### src/rtl/dsp_alu_pkg.sv
package dsp_alu_pkg;

  localparam logic [2:0] OP_ALU = 3'b000;

  localparam logic [4:0] FN_ADD  = 5'b00000;
  localparam logic [4:0] FN_SUB  = 5'b00001;
  localparam logic [4:0] FN_AND  = 5'b00010;
  localparam logic [4:0] FN_OR   = 5'b00011;
  localparam logic [4:0] FN_XOR  = 5'b00100;
  localparam logic [4:0] FN_CMP  = 5'b00101;
  localparam logic [4:0] FN_ADDI = 5'b10000;
  localparam logic [4:0] FN_SUBI = 5'b10001;
  localparam logic [4:0] FN_ANDI = 5'b10010;
  localparam logic [4:0] FN_ORI  = 5'b10011;
  localparam logic [4:0] FN_XORI = 5'b10100;
  localparam logic [4:0] FN_NOT  = 5'b10110;
  localparam logic [4:0] FN_INC  = 5'b10111;
  localparam logic [4:0] FN_DEC  = 5'b11000;
  localparam logic [4:0] FN_CLR  = 5'b11001;
  localparam logic [4:0] FN_NEG  = 5'b11010;
  localparam logic [4:0] FN_ABS  = 5'b11011;
  localparam logic [4:0] FN_PASS = 5'b11111;

  typedef enum logic [3:0] {
    K_ADD, K_SUB, K_AND, K_OR, K_XOR, K_NOT, K_CLR, K_PASS, K_NEG, K_ABS
  } alu_kind_e;

  typedef enum logic [1:0] {
    B_REG, B_IMM, B_ONE
  } bsel_e;

  typedef struct packed {
    logic z;
    logic n;
    logic c;
    logic v;
  } alu_flags_t;

endpackage

### src/rtl/dsp_alu_decode.sv
module dsp_alu_decode
  import dsp_alu_pkg::*;
(
  input  logic       valid,
  input  logic [2:0] op,
  input  logic [4:0] func,
  output logic       exec,
  output logic       wr,
  output alu_kind_e  kind,
  output bsel_e      bsel
);

  logic known;

  always_comb begin
    known = 1'b1;
    kind  = K_PASS;
    bsel  = func[4] ? B_IMM : B_REG;
    case (func)
      FN_ADD, FN_ADDI: kind = K_ADD;
      FN_SUB, FN_SUBI, FN_CMP: kind = K_SUB;
      FN_AND, FN_ANDI: kind = K_AND;
      FN_OR,  FN_ORI:  kind = K_OR;
      FN_XOR, FN_XORI: kind = K_XOR;
      FN_NOT:  kind = K_NOT;
      FN_INC:  begin kind = K_ADD; bsel = B_ONE; end
      FN_DEC:  begin kind = K_SUB; bsel = B_ONE; end
      FN_CLR:  kind = K_CLR;
      FN_NEG:  kind = K_NEG;
      FN_ABS:  kind = K_ABS;
      FN_PASS: kind = K_PASS;
      default: known = 1'b0;
    endcase
    exec = valid && (op == OP_ALU) && known;
    wr   = exec && (func != FN_CMP);
  end

endmodule

### src/rtl/dsp_alu_core.sv
module dsp_alu_core
  import dsp_alu_pkg::*;
#(
  parameter int ACC_W = 12
) (
  input  alu_kind_e         kind,
  input  logic [ACC_W-1:0]  opa,
  input  logic [ACC_W-1:0]  opb,
  output logic [ACC_W-1:0]  res,
  output alu_flags_t        flags
);

  localparam int MSB = ACC_W - 1;
  localparam logic [ACC_W-1:0] MOST_NEG = {1'b1, {(ACC_W-1){1'b0}}};
  localparam logic [ACC_W-1:0] MOST_POS = {1'b0, {(ACC_W-1){1'b1}}};

  logic [ACC_W:0] sum_x;
  logic [ACC_W:0] dif_x;
  logic [ACC_W:0] neg_x;
  logic           c_r;
  logic           v_r;

  always_comb begin
    sum_x = {1'b0, opa} + {1'b0, opb};
    dif_x = {1'b0, opa} - {1'b0, opb};
    neg_x = {(ACC_W+1){1'b0}} - {1'b0, opa};
    res   = '0;
    c_r   = 1'b0;
    v_r   = 1'b0;
    case (kind)
      K_ADD: begin
        res = sum_x[MSB:0];
        c_r = sum_x[ACC_W];
        v_r = (opa[MSB] == opb[MSB]) && (res[MSB] != opa[MSB]);
      end
      K_SUB: begin
        res = dif_x[MSB:0];
        c_r = dif_x[ACC_W];
        v_r = (opa[MSB] != opb[MSB]) && (res[MSB] != opa[MSB]);
      end
      K_AND:  res = opa & opb;
      K_OR:   res = opa | opb;
      K_XOR:  res = opa ^ opb;
      K_NOT:  res = ~opa;
      K_CLR:  res = '0;
      K_PASS: res = opa;
      K_NEG: begin
        res = neg_x[MSB:0];
        c_r = neg_x[ACC_W];
        v_r = (opa == MOST_NEG);
      end
      K_ABS: begin
        if (opa == MOST_NEG) begin
          res = MOST_POS;
          v_r = 1'b1;
        end else if (opa[MSB]) begin
          res = neg_x[MSB:0];
        end else begin
          res = opa;
        end
      end
      default: res = '0;
    endcase
    flags.z = (res == '0);
    flags.n = res[MSB];
    flags.c = c_r;
    flags.v = v_r;
  end

endmodule

### src/rtl/dsp_acc_bank.sv
module dsp_acc_bank #(
  parameter int ACC_W   = 12,
  parameter int NUM_ACC = 4,
  localparam int AW     = $clog2(NUM_ACC)
) (
  input  logic                     clk,
  input  logic                     rst_n,
  input  logic                     wr_en,
  input  logic [AW-1:0]            wr_sel,
  input  logic [ACC_W-1:0]         wr_data,
  output logic [NUM_ACC*ACC_W-1:0] acc_flat
);

  for (genvar i = 0; i < NUM_ACC; i++) begin : g_acc
    logic             ld;
    logic [ACC_W-1:0] q;

    always_comb ld = wr_en && (wr_sel == AW'(i));

    always_ff @(posedge clk or negedge rst_n) begin
      if (!rst_n)  q <= '0;
      else if (ld) q <= wr_data;
    end

    assign acc_flat[i*ACC_W +: ACC_W] = q;
  end

endmodule

### src/rtl/dsp_acc_alu.sv
module dsp_acc_alu
  import dsp_alu_pkg::*;
#(
  parameter int DATA_W   = 8,
  parameter int GUARD_W  = 4,
  parameter int NUM_ACC  = 4,
  parameter int IMM_W    = 6,
  localparam int ACC_W   = DATA_W + GUARD_W,
  localparam int AW      = $clog2(NUM_ACC)
) (
  input  logic                     clk,
  input  logic                     rst_n,
  input  logic                     instr_valid,
  input  logic [2:0]               instr_op,
  input  logic [4:0]               instr_func,
  input  logic [AW-1:0]            instr_dst,
  input  logic [AW-1:0]            instr_src,
  input  logic [IMM_W-1:0]         instr_imm,
  output logic [NUM_ACC*ACC_W-1:0] acc_flat,
  output logic                     flag_zero,
  output logic                     flag_neg,
  output logic                     flag_carry,
  output logic                     flag_ovf
);

  // reset synchronizer: asynchronous assert, synchronous release
  logic [1:0] rst_pipe;
  logic       rst_core_n;

  always_ff @(posedge clk or negedge rst_n) begin
    if (!rst_n) rst_pipe <= 2'b00;
    else        rst_pipe <= {rst_pipe[0], 1'b1};
  end
  assign rst_core_n = rst_pipe[1];

  logic       exec;
  logic       wr;
  alu_kind_e  kind;
  bsel_e      bsel;

  dsp_alu_decode u_dec (
    .valid (instr_valid),
    .op    (instr_op),
    .func  (instr_func),
    .exec  (exec),
    .wr    (wr),
    .kind  (kind),
    .bsel  (bsel)
  );

  logic [ACC_W-1:0] opa;
  logic [ACC_W-1:0] opb;
  logic [ACC_W-1:0] res;
  alu_flags_t       core_flags;

  always_comb begin
    opa = acc_flat[instr_dst*ACC_W +: ACC_W];
    case (bsel)
      B_IMM:   opb = {{(ACC_W-IMM_W){instr_imm[IMM_W-1]}}, instr_imm};
      B_ONE:   opb = ACC_W'(1);
      default: opb = acc_flat[instr_src*ACC_W +: ACC_W];
    endcase
  end

  dsp_alu_core #(.ACC_W(ACC_W)) u_core (
    .kind  (kind),
    .opa   (opa),
    .opb   (opb),
    .res   (res),
    .flags (core_flags)
  );

  dsp_acc_bank #(.ACC_W(ACC_W), .NUM_ACC(NUM_ACC)) u_bank (
    .clk      (clk),
    .rst_n    (rst_core_n),
    .wr_en    (wr),
    .wr_sel   (instr_dst),
    .wr_data  (res),
    .acc_flat (acc_flat)
  );

  // status flags: next-state and register processes
  alu_flags_t flags_d;
  alu_flags_t flags_q;

  always_comb begin
    flags_d = flags_q;
    if (exec) flags_d = core_flags;
  end

  always_ff @(posedge clk or negedge rst_core_n) begin
    if (!rst_core_n) flags_q <= '0;
    else             flags_q <= flags_d;
  end

  assign flag_zero  = flags_q.z;
  assign flag_neg   = flags_q.n;
  assign flag_carry = flags_q.c;
  assign flag_ovf   = flags_q.v;

endmodule

### config.mk
export PLATFORM = sky130hd
export DESIGN_NAME = dsp_acc_alu
export DESIGN_NICKNAME = d
export VERILOG_FILES = /design/src/rtl/dsp_alu_pkg.sv /design/src/rtl/dsp_alu_decode.sv /design/src/rtl/dsp_alu_core.sv /design/src/rtl/dsp_acc_bank.sv /design/src/rtl/dsp_acc_alu.sv
export SDC_FILE = /design/constraint.sdc
export NUM_CORES = 1
export LEC_CHECK = 0
export BUFFER_PORTS_ARGS = -buffer_cell sky130_fd_sc_hd__buf_2
export CORE_AREA = 8 8 122 124
export CTS_BUF_LIST = sky130_fd_sc_hd__clkbuf_8
export DETAILED_ROUTE_END_ITERATION = 10
export DIE_AREA = 0 0 130 132
export PLACE_DENSITY_LB_ADDON = 0.12
export SYNTH_ARGS = -nofsm -noshare
export SYNTH_HDL_FRONTEND = slang
export SYNTH_SLANG_ARGS = --single-unit
### constraint.sdc
create_clock -name clk -period 2.33 [get_ports clk]
set_input_delay 0.466 -clock clk [delete_from_list [all_inputs] [get_ports clk]]
set_output_delay 0.466 -clock clk [all_outputs]
set_load 0.01 [all_outputs]
==> results of run 1 <==
[power groups by stage]
stage               clock [mW]  combinational (mW)  sequential (mW)
finish                   0.675                5.19             1.28
floorplan                    0                2.15             1.38
global placement             0                4.20             1.28
global route             0.714                5.55             1.30
detailed placement           0                4.29             1.29
CTS                      0.682                4.98             1.27
[path summary, 6_finish.rpt]
path,start,to,slack [ns],cells past startpoint
max,u_bank.g_acc[3].q[0],flag_zero,-1.78,13
min in group clk,rst_pipe[0],rst_pipe[1],0.36,0
max reg2reg,u_bank.g_acc[3].q[0],flag_zero,-1.78,13
max in group asynchronous,rst_pipe[1],u_bank.g_acc[0].q[8],1.36,1
min,rst_pipe[1],u_bank.g_acc[1].q[4],0.33,0
min reg2reg,rst_pipe[1],u_bank.g_acc[1].q[4],0.33,0
[per-stage QoR]
| stage | hold WS, ns | worst slack [ns] |
|---|---|---|
| after CTS | 0.349 | -1.77 |
| after floorplan | 0.170 | -1.89 |
| after global placement | 0.249 | -2.11 |
| after detailed placement | 0.252 | -2.18 |
| final | 0.327 | -1.78 |
| after global routing | 0.386 | -1.88 |
[what timing repair did]
action | in CTS | in global routing
hold buffers | 1 | 0
resized for setup | 102 | 31
endpoints found under the hold margin | 2 | 0
buffers inserted | 22 | 14
pin swaps | 22 | 23
setup endpoints to repair | 52 | 52
[routing by layer]
metal	track usage (%)	part of all wire, %	up-vias
met5	0	0	-
met4	10.9	3.6	0
met3	4.17	5.4	50
met2	40.3	48	196
met1	32.2	43	3028
li1	-	-	2882
[cells by family after synthesis]
| kind of cell | Yosys count |
|---|---|
| compound gates | 180 |
| simple gates | 178 |
| buf+inv | 76 |
| mux | 60 |
| flops | 54 |
| fa+ha+maj | 40 |
| xor+xnor | 10 |
| other cells | 1 |
[cell type report]
cell class | count | share of cell area (%)
clock buffer | 5 | 0.785
clock inverter | 3 | 0.542
inverter | 40 | 1.77
multi-input combinational | 469 | 49.5
sequential | 54 | 15.4
tap | 176 | 2.51
timing repair buffer | 346 | 29.5
[registers in the layout, indices dropped and copies added (netlist names)]
signal          cells
u_bank.g_acc.q     48
rst_pipe            2
flag_carry          1
flag_neg            1
flag_ovf            1
flag_zero           1
[worst max-delay path, cell delays in order, from the launching register on]
cell and delay [ns]:
dfrtp_1 0.41, mux4_2 0.50, o22a_4 0.23, ha_4 0.17
fa_2 0.39, a21o_1 0.19, a221o_1 0.32, o211ai_1 0.23
o22ai_1 0.11, nor2_1 0.10, a21oi_1 0.07, or4_4 0.54
or4_4 0.54, o41ai_2 0.23
[cell usage after synthesis, types with 6 or more instances]
library cell  number  share of area [%]
dfrtp_1           54                 25
inv_1             37                2.6
a31oi_1           16                1.9
ha_1              38                9.0
a21oi_1           46                4.3
mux2_2            35                7.4
a21o_1             6               0.85
a22oi_1            7               0.99
nor2_1            66                4.7
and2_1             7               0.83
a211oi_1           7               0.99
nand3_1           12                1.1
o211ai_1           6               0.85
nor2b_1            8               0.94
and3_1             6               0.71
a221oi_1          10                1.7
buf_2              9               0.85
xnor2_1           10                1.7
nand2_1           32                2.3
mux4_2            20                8.5
o21ai_0           30                2.8
nor3_1            10               0.94
clkbuf_1          23                1.6
or3_1             10                1.2
==> impl_metrics.env, run 1 <==
export IMPL_drive_gt1_share_pct=56.6
export IMPL_min_period_ns=4.11
export IMPL_cp_max_fo=3
export IMPL_synth_fa_ha_area_share_pct=9.72
export IMPL_worst_slew_pin_transition_ns=0.708
export IMPL_wire_per_inst_microns=19.9
export IMPL_area_growth_pct=65.3
export IMPL_synth_top_family_by_area="compound AO/OA/AOI/OAI gates"
export IMPL_fillers=1052
export IMPL_status="finished, violations left"
export IMPL_power_mw=7.15
export IMPL_setup_ws_ns=-1.78
export IMPL_seqCellArea_sq_mm=0.00135
export IMPL_synth_distinct_cells=77
export IMPL_crit_type="register to register"
export IMPL_drv_slew=0
export IMPL_cp_required_ns=2.56
export IMPL_synth_mux_area_share_pct=16.9
export IMPL_tritoncts="done"
export IMPL_drt_vias_per_instance=5.63
export IMPL_place_inst=1058
export IMPL_ys_async_sr_fraction_pct=100
export IMPL_postRouteAntennaNets=0
export IMPL_die_y_microns=132
export IMPL_max_freq_ghz=0.243
export IMPL_clockPowerShare_pct=9.5
export IMPL_synth_seq_cells=54
export IMPL_routabilityCongestion=0.959
export IMPL_start_util_pct=40.9
export IMPL_clk_latency_ns=0.33
export IMPL_placed_cell_area_sq_mm=0.00781
export IMPL_switchingPower_mw=3.01
export IMPL_synth_cells=599
export IMPL_path_clk_slew_ns=0.11
export IMPL_fin_cells=1093
export IMPL_tns_ns=-57.03
export IMPL_portBuffers=72
export IMPL_p_leak_nw=4.25
export IMPL_antenna_found_initial=0
export IMPL_synth_xor_area_share_pct=1.65
export IMPL_syn_area_sq_mm=0.00531
export IMPL_yosysWarnings=0
export IMPL_p_comb_share_pct=72.7
export IMPL_drc_errors=0
export IMPL_cts_root_buf="clkbuf_8"
export IMPL_maxSlewHeadroom_pct=52.8
export IMPL_final_cell_mix="buf_4, buf_2, nor2_1"
export IMPL_grt_pass1_wl_microns=33900
export IMPL_ys_seq_area_share_pct=25.5
export IMPL_final_area_sq_mm=0.00877
export IMPL_ir_drop_mv=0.649
export IMPL_core_area_sq_mm=0.0130
export IMPL_numCtsBuffers=5
export IMPL_nNetsFinal=977
export IMPL_fp_row_count=42
export IMPL_syn_nets=660
export IMPL_multi_input_area_sq_mm=0.00434
export IMPL_cts_max_path_buffers=2
export IMPL_antenna_cells=0
export IMPL_grt_overflow=0
export IMPL_cts_sinks=54
export IMPL_grt_max_degree=32
export IMPL_cts_max_level=2
export IMPL_critical_path_endpoint_type="register"
export IMPL_utilization_pct=67.5
export IMPL_ys_flop_type="dfrtp_1"
export IMPL_fin_crit_sh_pct=177
export IMPL_hold_class="register to asynchronous set/reset pin"
export IMPL_dr_total_vias=6156
export IMPL_fp_dieArea_sq_mm=0.0172
export IMPL_finalSetupViolCount=52
export IMPL_dr_pass1_iters=5
export IMPL_clock_skew_ns=0.00980
export IMPL_grtUsageTotal_pct=25.1
export IMPL_hold_violations=0
export IMPL_maxCapViolations=0
export IMPL_p_sw_share_pct=42.1
export IMPL_dp_hpwl_microns=17000
export IMPL_arrival_ns=4.34
export IMPL_p_per_area_mw_per_mm2=815
export IMPL_die_w_microns=130
export IMPL_start_kind="register"
export IMPL_final_common_cell="buf_4"
export IMPL_synth_compound_area_share_pct=23.0
export IMPL_power_internal_mw=4.14
export IMPL_drtIter0Drc=328
export IMPL_synthSimpleGateAreaFrac_pct=17.0
export IMPL_drt_total_wl_microns=21700
export IMPL_rsz0062_at_grt="yes"
export IMPL_seq_power_share_pct=17.8
export IMPL_grt_pass1_vias=6403
export IMPL_synth_edf_count=0
export IMPL_failed_checks="setup timing"
export IMPL_syn_mean_instance_area_sq_um=8.86
export IMPL_io_pins=73
Power figures use the tool's default switching activity.
==> run 2, diff against run 1 <==
ABC_AREA = 1   (was unset)
CORE_AREA = 8 8 128 130   (was 8 8 122 124)
DIE_AREA = 0 0 136 138   (was 0 0 130 132)
==> run 2 against run 1 <==
Net effect: the run still ends with setup timing left; global-route usage down 0.074 points; core utilization is 1.8 points higher; die area rose by 9.4%; first-iteration DRC count increased by 48%; area after synthesis up 11%; sequential cell count stayed put; final cell count increased by 34%; sequential power decreased by 5%; critical path type unchanged; largest cell class unchanged; largest power group unchanged.
==> impl_metrics.env, run 2 <==
export IMPL_reg2reg_slack_ns=-0.66
export IMPL_syn_area_sq_mm=0.00591
export IMPL_cts_root_buf="clkbuf_8"
export IMPL_use_met3_pct=2.32
export IMPL_cts_sinks=54
export IMPL_cts_max_path_buffers=2
export IMPL_p_per_area_mw_per_mm2=576
export IMPL_crit_top_cell="nand3_2"
export IMPL_rsz0062_at_grt="yes"
export IMPL_fin_crit_sh_pct=128
export IMPL_synth_seq_cells=54
export IMPL_antenna_cells=0
export IMPL_synth_most_common_cell="nand2_1"
export IMPL_clock_skew_ns=0.0109
export IMPL_switchingPower_mw=2.50
export IMPL_dr_total_vias=7515
export IMPL_drv_slew=0
export IMPL_ys_async_sr_fraction_pct=100
export IMPL_antenna_found_initial=0
export IMPL_maxCapViolations=0
export IMPL_yosysWarnings=0
export IMPL_die_y_microns=138
export IMPL_cp_required_ns=2.60
export IMPL_utilization_pct=69.3
export IMPL_grtUsageMet1_pct=32.8
export IMPL_cp_max_fo=3
export IMPL_postRouteAntennaNets=0
export IMPL_grtUsageTotal_pct=25.0
export IMPL_netlist_top_cells_count="nand2_1, inv_1, nor2_1"
export IMPL_power_mw=5.71
export IMPL_synth_distinct_cells=46
export IMPL_status="finished, violations left"
export IMPL_timing_rr_end="flag_zero"
export IMPL_setup_ws_ns=-0.661
export IMPL_arrival_ns=3.26
export IMPL_finalSetupViolCount=48
export IMPL_drtIter0Drc=487
export IMPL_fp_dieArea_sq_mm=0.0188
export IMPL_met2_usage_pct=42.3
export IMPL_hold_class="register to asynchronous set/reset pin"
export IMPL_min_period_ns=2.99
export IMPL_max_freq_ghz=0.334
export IMPL_syn_nets=1017
export IMPL_die_w_microns=136
export IMPL_power_internal_mw=3.22
export IMPL_critical_path_slowest_cell="dfrtp_1"
export IMPL_portBuffers=72
export IMPL_p_sw_share_pct=43.7
export IMPL_path_clk_slew_ns=0.10
export IMPL_r2r_cells=19
export IMPL_numCtsBuffers=5
export IMPL_hold_violations=0
export IMPL_io_pins=73
export IMPL_start_kind="register"
export IMPL_ys_flop_type="dfrtp_1"
export IMPL_clockPowerShare_pct=10.9
export IMPL_wire_per_inst_microns=16.5
export IMPL_dr_pass1_iters=5
export IMPL_grt_max_degree=37
export IMPL_start_util_pct=41.3
export IMPL_largestRegisters="u_bank.g_acc.q x48, rst_pipe x2"
export IMPL_largest_register="u_bank.g_acc.q"
export IMPL_grt_pass1_vias=7241
export IMPL_syn_mean_instance_area_sq_um=6.18
export IMPL_p_comb_share_pct=67.7
export IMPL_synth_cells=956
export IMPL_drt_total_wl_microns=24200
export IMPL_failed_checks="setup timing"
export IMPL_crit_start="u_bank.g_acc[0].q[0]"
export IMPL_fp_row_count=44
export IMPL_yosysTopAreaCellShare_pct=22.9
export IMPL_synthTopCellsByArea="dfrtp_1, nand2_1, ha_1, inv_1, o21ai_0"
export IMPL_p_leak_nw=5.06
export IMPL_path_cells="nor2_4 -> a211oi_2 -> a211oi_2 -> nor2_4 -> ha_4 -> fa_2 -> nand2_2 -> inv_2 -> o21ai_4 -> nand3_2 -> nand3_2 -> nand3_2 -> nor2_2 -> nand4_1 -> nor2_2 -> nand3_2 -> nor2_2 -> nand2_1 -> nand2_1"
export IMPL_tritoncts="done"
export IMPL_final_area_sq_mm=0.00993
export IMPL_max_stage_delay_ns=0.43
export IMPL_core_area_sq_mm=0.0143
export IMPL_cts_max_level=2
export IMPL_grt_overflow=0
export IMPL_area_growth_pct=68.1
export IMPL_largest_reg_flops=48
export IMPL_critical_path_endpoint_type="register"
export IMPL_synth_top_area_cell="dfrtp_1"
export IMPL_placed_cell_area_sq_mm=0.00854
export IMPL_busiest_layer="met2"
export IMPL_drc_errors=0
export IMPL_nNetsFinal=1346
export IMPL_drt_vias_per_instance=5.11
export IMPL_routabilityCongestion=0.935
export IMPL_ir_drop_mv=0.411
export IMPL_drive_gt1_share_pct=49.8
export IMPL_final_common_cell="nand2_1"
export IMPL_grt_pass1_wl_microns=37800
export IMPL_r2r_start="u_bank.g_acc[0].q[0]"
export IMPL_crit_type="register to register"
export IMPL_final_cell_mix="nand2_1, buf_4, inv_1"
export IMPL_ys_seq_area_share_pct=22.9
export IMPL_synth_edf_count=0
export IMPL_seq_power_share_pct=21.4
export IMPL_crit_path_end="flag_zero"
export IMPL_clk_latency_ns=0.32
export IMPL_dp_hpwl_microns=18800
-- run 2: changes by cell type in the layout (fill, tap and decap cells not counted), moves of 22 or more --
cell     before  now
o21ai_1       8   42
mux2_2       25    0
nor2_2        4   26
nand2_2       2   61
nand3_1      12   42
nand3_2       0   28
inv_1        31   90
nand2_1      29  249
-- run 2: critical path: cells and delay by family (launching register included) --
kind | cells | cell delay (ns)
compound gates | 3 | 0.51
fa+ha+maj | 2 | 0.61
buf+inv | 1 | 0.05
flops | 1 | 0.43
simple gates | 13 | 1.32
-- run 2: repair_timing --
| action | 4_1_cts | 5_1_grt |
|---|---|---|
| pin swaps | 67 | 78 |
| hold buffers | 1 | 0 |
| gates resized for setup | 156 | 142 |
| gates cloned | 0 | 2 |
| setup buffers | 22 | 17 |
| hold endpoints to repair | 2 | 0 |
| endpoints found under the setup margin | 51 | 52 |
-- run 2: kinds of logic (layout without fill, tap and decap cells) --
| logic type | count (synthesis) | after routing | synth area share, % |
|---|---|---|---|
| xor+xnor | 4 | 4 | 0.593 |
| buf+inv | 164 | 494 | 11.5 |
| simple gates | 533 | 533 | 40.9 |
| fa+ha+maj | 40 | 40 | 8.73 |
| flops | 54 | 54 | 22.9 |
| compound gates | 160 | 160 | 15.4 |
| other cells | 1 | 1 | 0.0635 |
-- run 2: area by class of cell --
| type | instances | area, sq um |
|---|---|---|
| Multi-Input combinational cell | 738 | 4940 |
| Timing Repair Buffer | 352 | 2750 |
| Clock inverter | 3 | 37.5 |
| Clock buffer | 5 | 68.8 |
| Timing Repair inverter | 1 | 5.00 |
| Fill cell | 1289 | 4390 |
| Inverter | 133 | 542 |
| Tap cell | 184 | 230 |
| Sequential cell | 54 | 1350 |
-- run 2: stage by stage --
step / TNS [ns] / setup WS, ns / instances / hold WS [ns]
6_report: -21.19 / -0.661 / 1470 / 0.205
5_1_grt: -27.32 / -0.856 / 1470 / 0.237
4_1_cts: -19.17 / -0.569 / 1458 / 0.213
3_5_place_dp: -47.14 / -1.17 / 1429 / 0.211
3_3_place_gp: -46.15 / -1.20 / 1429 / 0.213
2_1_floorplan: -16.54 / -0.606 / 956 / 0.170
-- run 2: how the worst min path moves through the flow --
| stage | endpoint | cells past startpoint |
|---|---|---|
| 6_report | u_bank.g_acc[3].q[11] | 0 |
| 3_5_place_dp | u_bank.g_acc[2].q[11] | 0 |
| 4_1_cts | u_bank.g_acc[3].q[11] | 0 |
| 2_1_floorplan | rst_pipe[0] | 0 |
| 5_1_grt | u_bank.g_acc[3].q[11] | 0 |
| 3_3_place_gp | u_bank.g_acc[2].q[11] | 0 |
-- run 2: per-layer routing --
layer | vias up | share of wire [%] | wire [microns]
li1 | 3726 | - | -
met1 | 3528 | 44 | 10600
met2 | 222 | 49 | 11900
met3 | 39 | 4.4 | 1070
met4 | 0 | 2.4 | 588
met5 | - | 0 | 0
-- run 2: power groups by stage --
stage	logic (mW)	registers [mW]	clock network, mW
floorplan	1.52	1.33	0
global placement	3.09	1.23	0
detailed placement	3.11	1.23	0
CTS	3.49	1.22	0.631
global route	4.18	1.24	0.661
finish	3.87	1.22	0.621
==> run 3, diff against run 2 <==
ABC_AREA = unset   (was 1)
CORE_AREA = 8 8 122 124   (was 8 8 128 130)
DIE_AREA = 0 0 130 132   (was 0 0 136 138)
SETUP_SLACK_MARGIN = 0.1   (was unset)
clock period = 3.11 ns   (was 2.33 ns; I/O delays follow)
==> run 3 against run 2 <==
Net effect: the flow still finishes with violations (setup timing); first-iteration DRC count shrank 18%; clock skew decreased by 0.0046 ns; power fell by 6.1%; worst hold slack got worse by 0.14 ns; clock-buffer cell count did not move; global-route usage shrank 1.2 points; sequential share of layout area grew 1.7 points; wire length decreased by 13%; non-clock buffer count fell by 20; sequential cell count unchanged; critical path type is now input pin to register; critical endpoint unchanged; highest routed layer unchanged.
==> impl_metrics.env, run 3 (synthesized netlist as in run 1, its figures left out) <==
export IMPL_power_internal_mw=3.08
export IMPL_final_common_cell="buf_4"
export IMPL_finalSetupViolCount=40
export IMPL_largest_register="u_bank.g_acc.q"
export IMPL_clk_latency_ns=0.32
export IMPL_dp_hpwl_microns=16500
export IMPL_ir_drop_mv=0.490
export IMPL_maxSlewHeadroom_pct=24.7
export IMPL_max_freq_ghz=0.240
export IMPL_tritoncts="done"
export IMPL_dp_slack_ns=-1.50
export IMPL_fp_dieArea_sq_mm=0.0172
export IMPL_fillers=1065
export IMPL_path_clk_slew_ns=0.10
export IMPL_status="finished, violations left"
export IMPL_start_util_pct=40.9
export IMPL_cts_max_path_buffers=2
export IMPL_die_y_microns=132
export IMPL_area_growth_pct=66.6
export IMPL_busiest_layer="met2"
export IMPL_rsz0062_at_grt="yes"
export IMPL_nNetsFinal=963
export IMPL_core_area_sq_mm=0.0130
export IMPL_p_leak_nw=4.20
export IMPL_met2_usage_pct=39.4
export IMPL_grtUsageTotal_pct=23.8
export IMPL_hold_violations=0
export IMPL_p_comb_share_pct=74.3
export IMPL_wire_per_inst_microns=19.6
export IMPL_r2r_cells=13
export IMPL_min_period_ns=4.16
export IMPL_arrival_ns=4.38
export IMPL_grt_max_degree=53
export IMPL_antenna_cells=0
export IMPL_fin_crit_sh_pct=134
export IMPL_largest_reg_flops=48
export IMPL_grtUsageMet1_pct=31.6
export IMPL_seq_power_share_pct=18.2
export IMPL_cts_root_buf="clkbuf_8"
export IMPL_start_kind="input pin"
export IMPL_postRouteAntennaNets=0
export IMPL_largestRegisters="u_bank.g_acc.q x48, rst_pipe x2"
export IMPL_dr_pass1_iters=5
export IMPL_drt_vias_per_instance=5.68
export IMPL_power_mw=5.37
export IMPL_failed_checks="setup timing"
export IMPL_p_per_area_mw_per_mm2=607
export IMPL_fp_row_count=42
export IMPL_tns_ns=-21.11
export IMPL_dr_total_vias=6127
export IMPL_io_pins=73
export IMPL_critical_path_endpoint_type="register"
export IMPL_crit_type="input pin to register"
export IMPL_hold_class="input pin to asynchronous set/reset pin"
export IMPL_hold_slack_ns=0.0656
export IMPL_drtIter0Drc=397
export IMPL_final_area_sq_mm=0.00884
export IMPL_r2r_start="u_bank.g_acc[3].q[0]"
export IMPL_p_sw_share_pct=42.6
export IMPL_drc_errors=0
export IMPL_final_cell_mix="buf_4, buf_2, nor2_1"
export IMPL_placed_cell_area_sq_mm=0.00772
export IMPL_setup_ws_ns=-1.05
export IMPL_drv_slew=0
export IMPL_switchingPower_mw=2.28
export IMPL_cts_sinks=54
export IMPL_grt_pass1_wl_microns=32700
export IMPL_portBuffers=72
export IMPL_drive_gt1_share_pct=57.6
export IMPL_numCtsBuffers=5
export IMPL_clock_skew_ns=0.00632
export IMPL_worst_slew_pin_transition_ns=1.13
export IMPL_grt_overflow=0
export IMPL_reg2reg_slack_ns=-1.05
export IMPL_die_w_microns=130
export IMPL_ctsHoldBuffers=0
export IMPL_cp_required_ns=3.33
export IMPL_drt_total_wl_microns=21200
export IMPL_cp_max_fo=3
export IMPL_timing_rr_end="flag_zero"
export IMPL_antenna_found_initial=0
export IMPL_use_met3_pct=2.18
export IMPL_clockPowerShare_pct=7.6
export IMPL_maxCapViolations=0
export IMPL_grt_pass1_vias=6186
export IMPL_routabilityCongestion=0.939
export IMPL_cts_max_level=2
## run 3: layout make-up
type	instances	area, sq um	share of cell area, %
multi-input combinational	469	4520	51.1
timing repair buffer	332	2500	28.3
sequential	54	1350	15.3
tap	176	220	2.49
inverter	40	155	1.76
clock buffer	5	68.8	0.778
clock inverter	3	21.3	0.241
## run 3: stage by stage
step                      std cells  util [%]
after floorplan                 599         -
after global placement         1047      59.5
after detailed placement       1047      59.5
after CTS                      1067      63.2
after global routing           1079      68.1
final                          1079      68.1
## run 3: metal layers
metal	share of wire, %	vias up
met5	0	-
met4	2.8	0
met3	4.4	32
met2	49	199
met1	44	3054
li1	-	2842
## run 3: worst max path at each step
stage                    startpoint   endpoint  slack (ns)  cells after the start
2_1_floorplan          instr_dst[0]  flag_zero       -1.27                     14
3_3_place_gp           instr_src[0]  flag_zero       -1.42                     14
3_5_place_dp           instr_src[0]  flag_zero       -1.50                     14
4_1_cts        u_bank.g_acc[2].q[0]  flag_zero       -1.06                     13
5_1_grt        u_bank.g_acc[2].q[0]  flag_zero       -1.13                     13
6_report               instr_src[0]  flag_zero       -1.05                     14
## run 3: worst max-delay path: stages
cell,delay [ns]
buf_8,0.10
mux4_2,0.54
o22a_4,0.23
ha_4,0.17
fa_2,0.36
a21o_1,0.19
a221o_1,0.33
o211ai_1,0.21
o22ai_1,0.12
nor2_1,0.14
a21oi_2,0.07
or4_4,0.55
or4_4,0.55
o41ai_2,0.21
## run 3: power groups by stage
| stage | sequential, mW | combinational [mW] | clock [mW] |
|---|---|---|---|
| final | 0.976 | 3.99 | 0.405 |
| after CTS | 0.971 | 3.46 | 0.420 |
| after detailed placement | 0.983 | 3.18 | 0 |
| after global placement | 0.969 | 3.13 | 0 |
| after floorplan | 1.03 | 1.61 | 0 |
| after global routing | 0.991 | 4.27 | 0.440 |
## run 3: what timing repair did
action | CTS | global route
gates resized for setup | 69 | 113
setup endpoints to repair | 52 | 52
pin swaps | 22 | 29
buffers inserted | 13 | 16
cloned | 0 | 0
endpoints found under the hold margin | 0 | 0
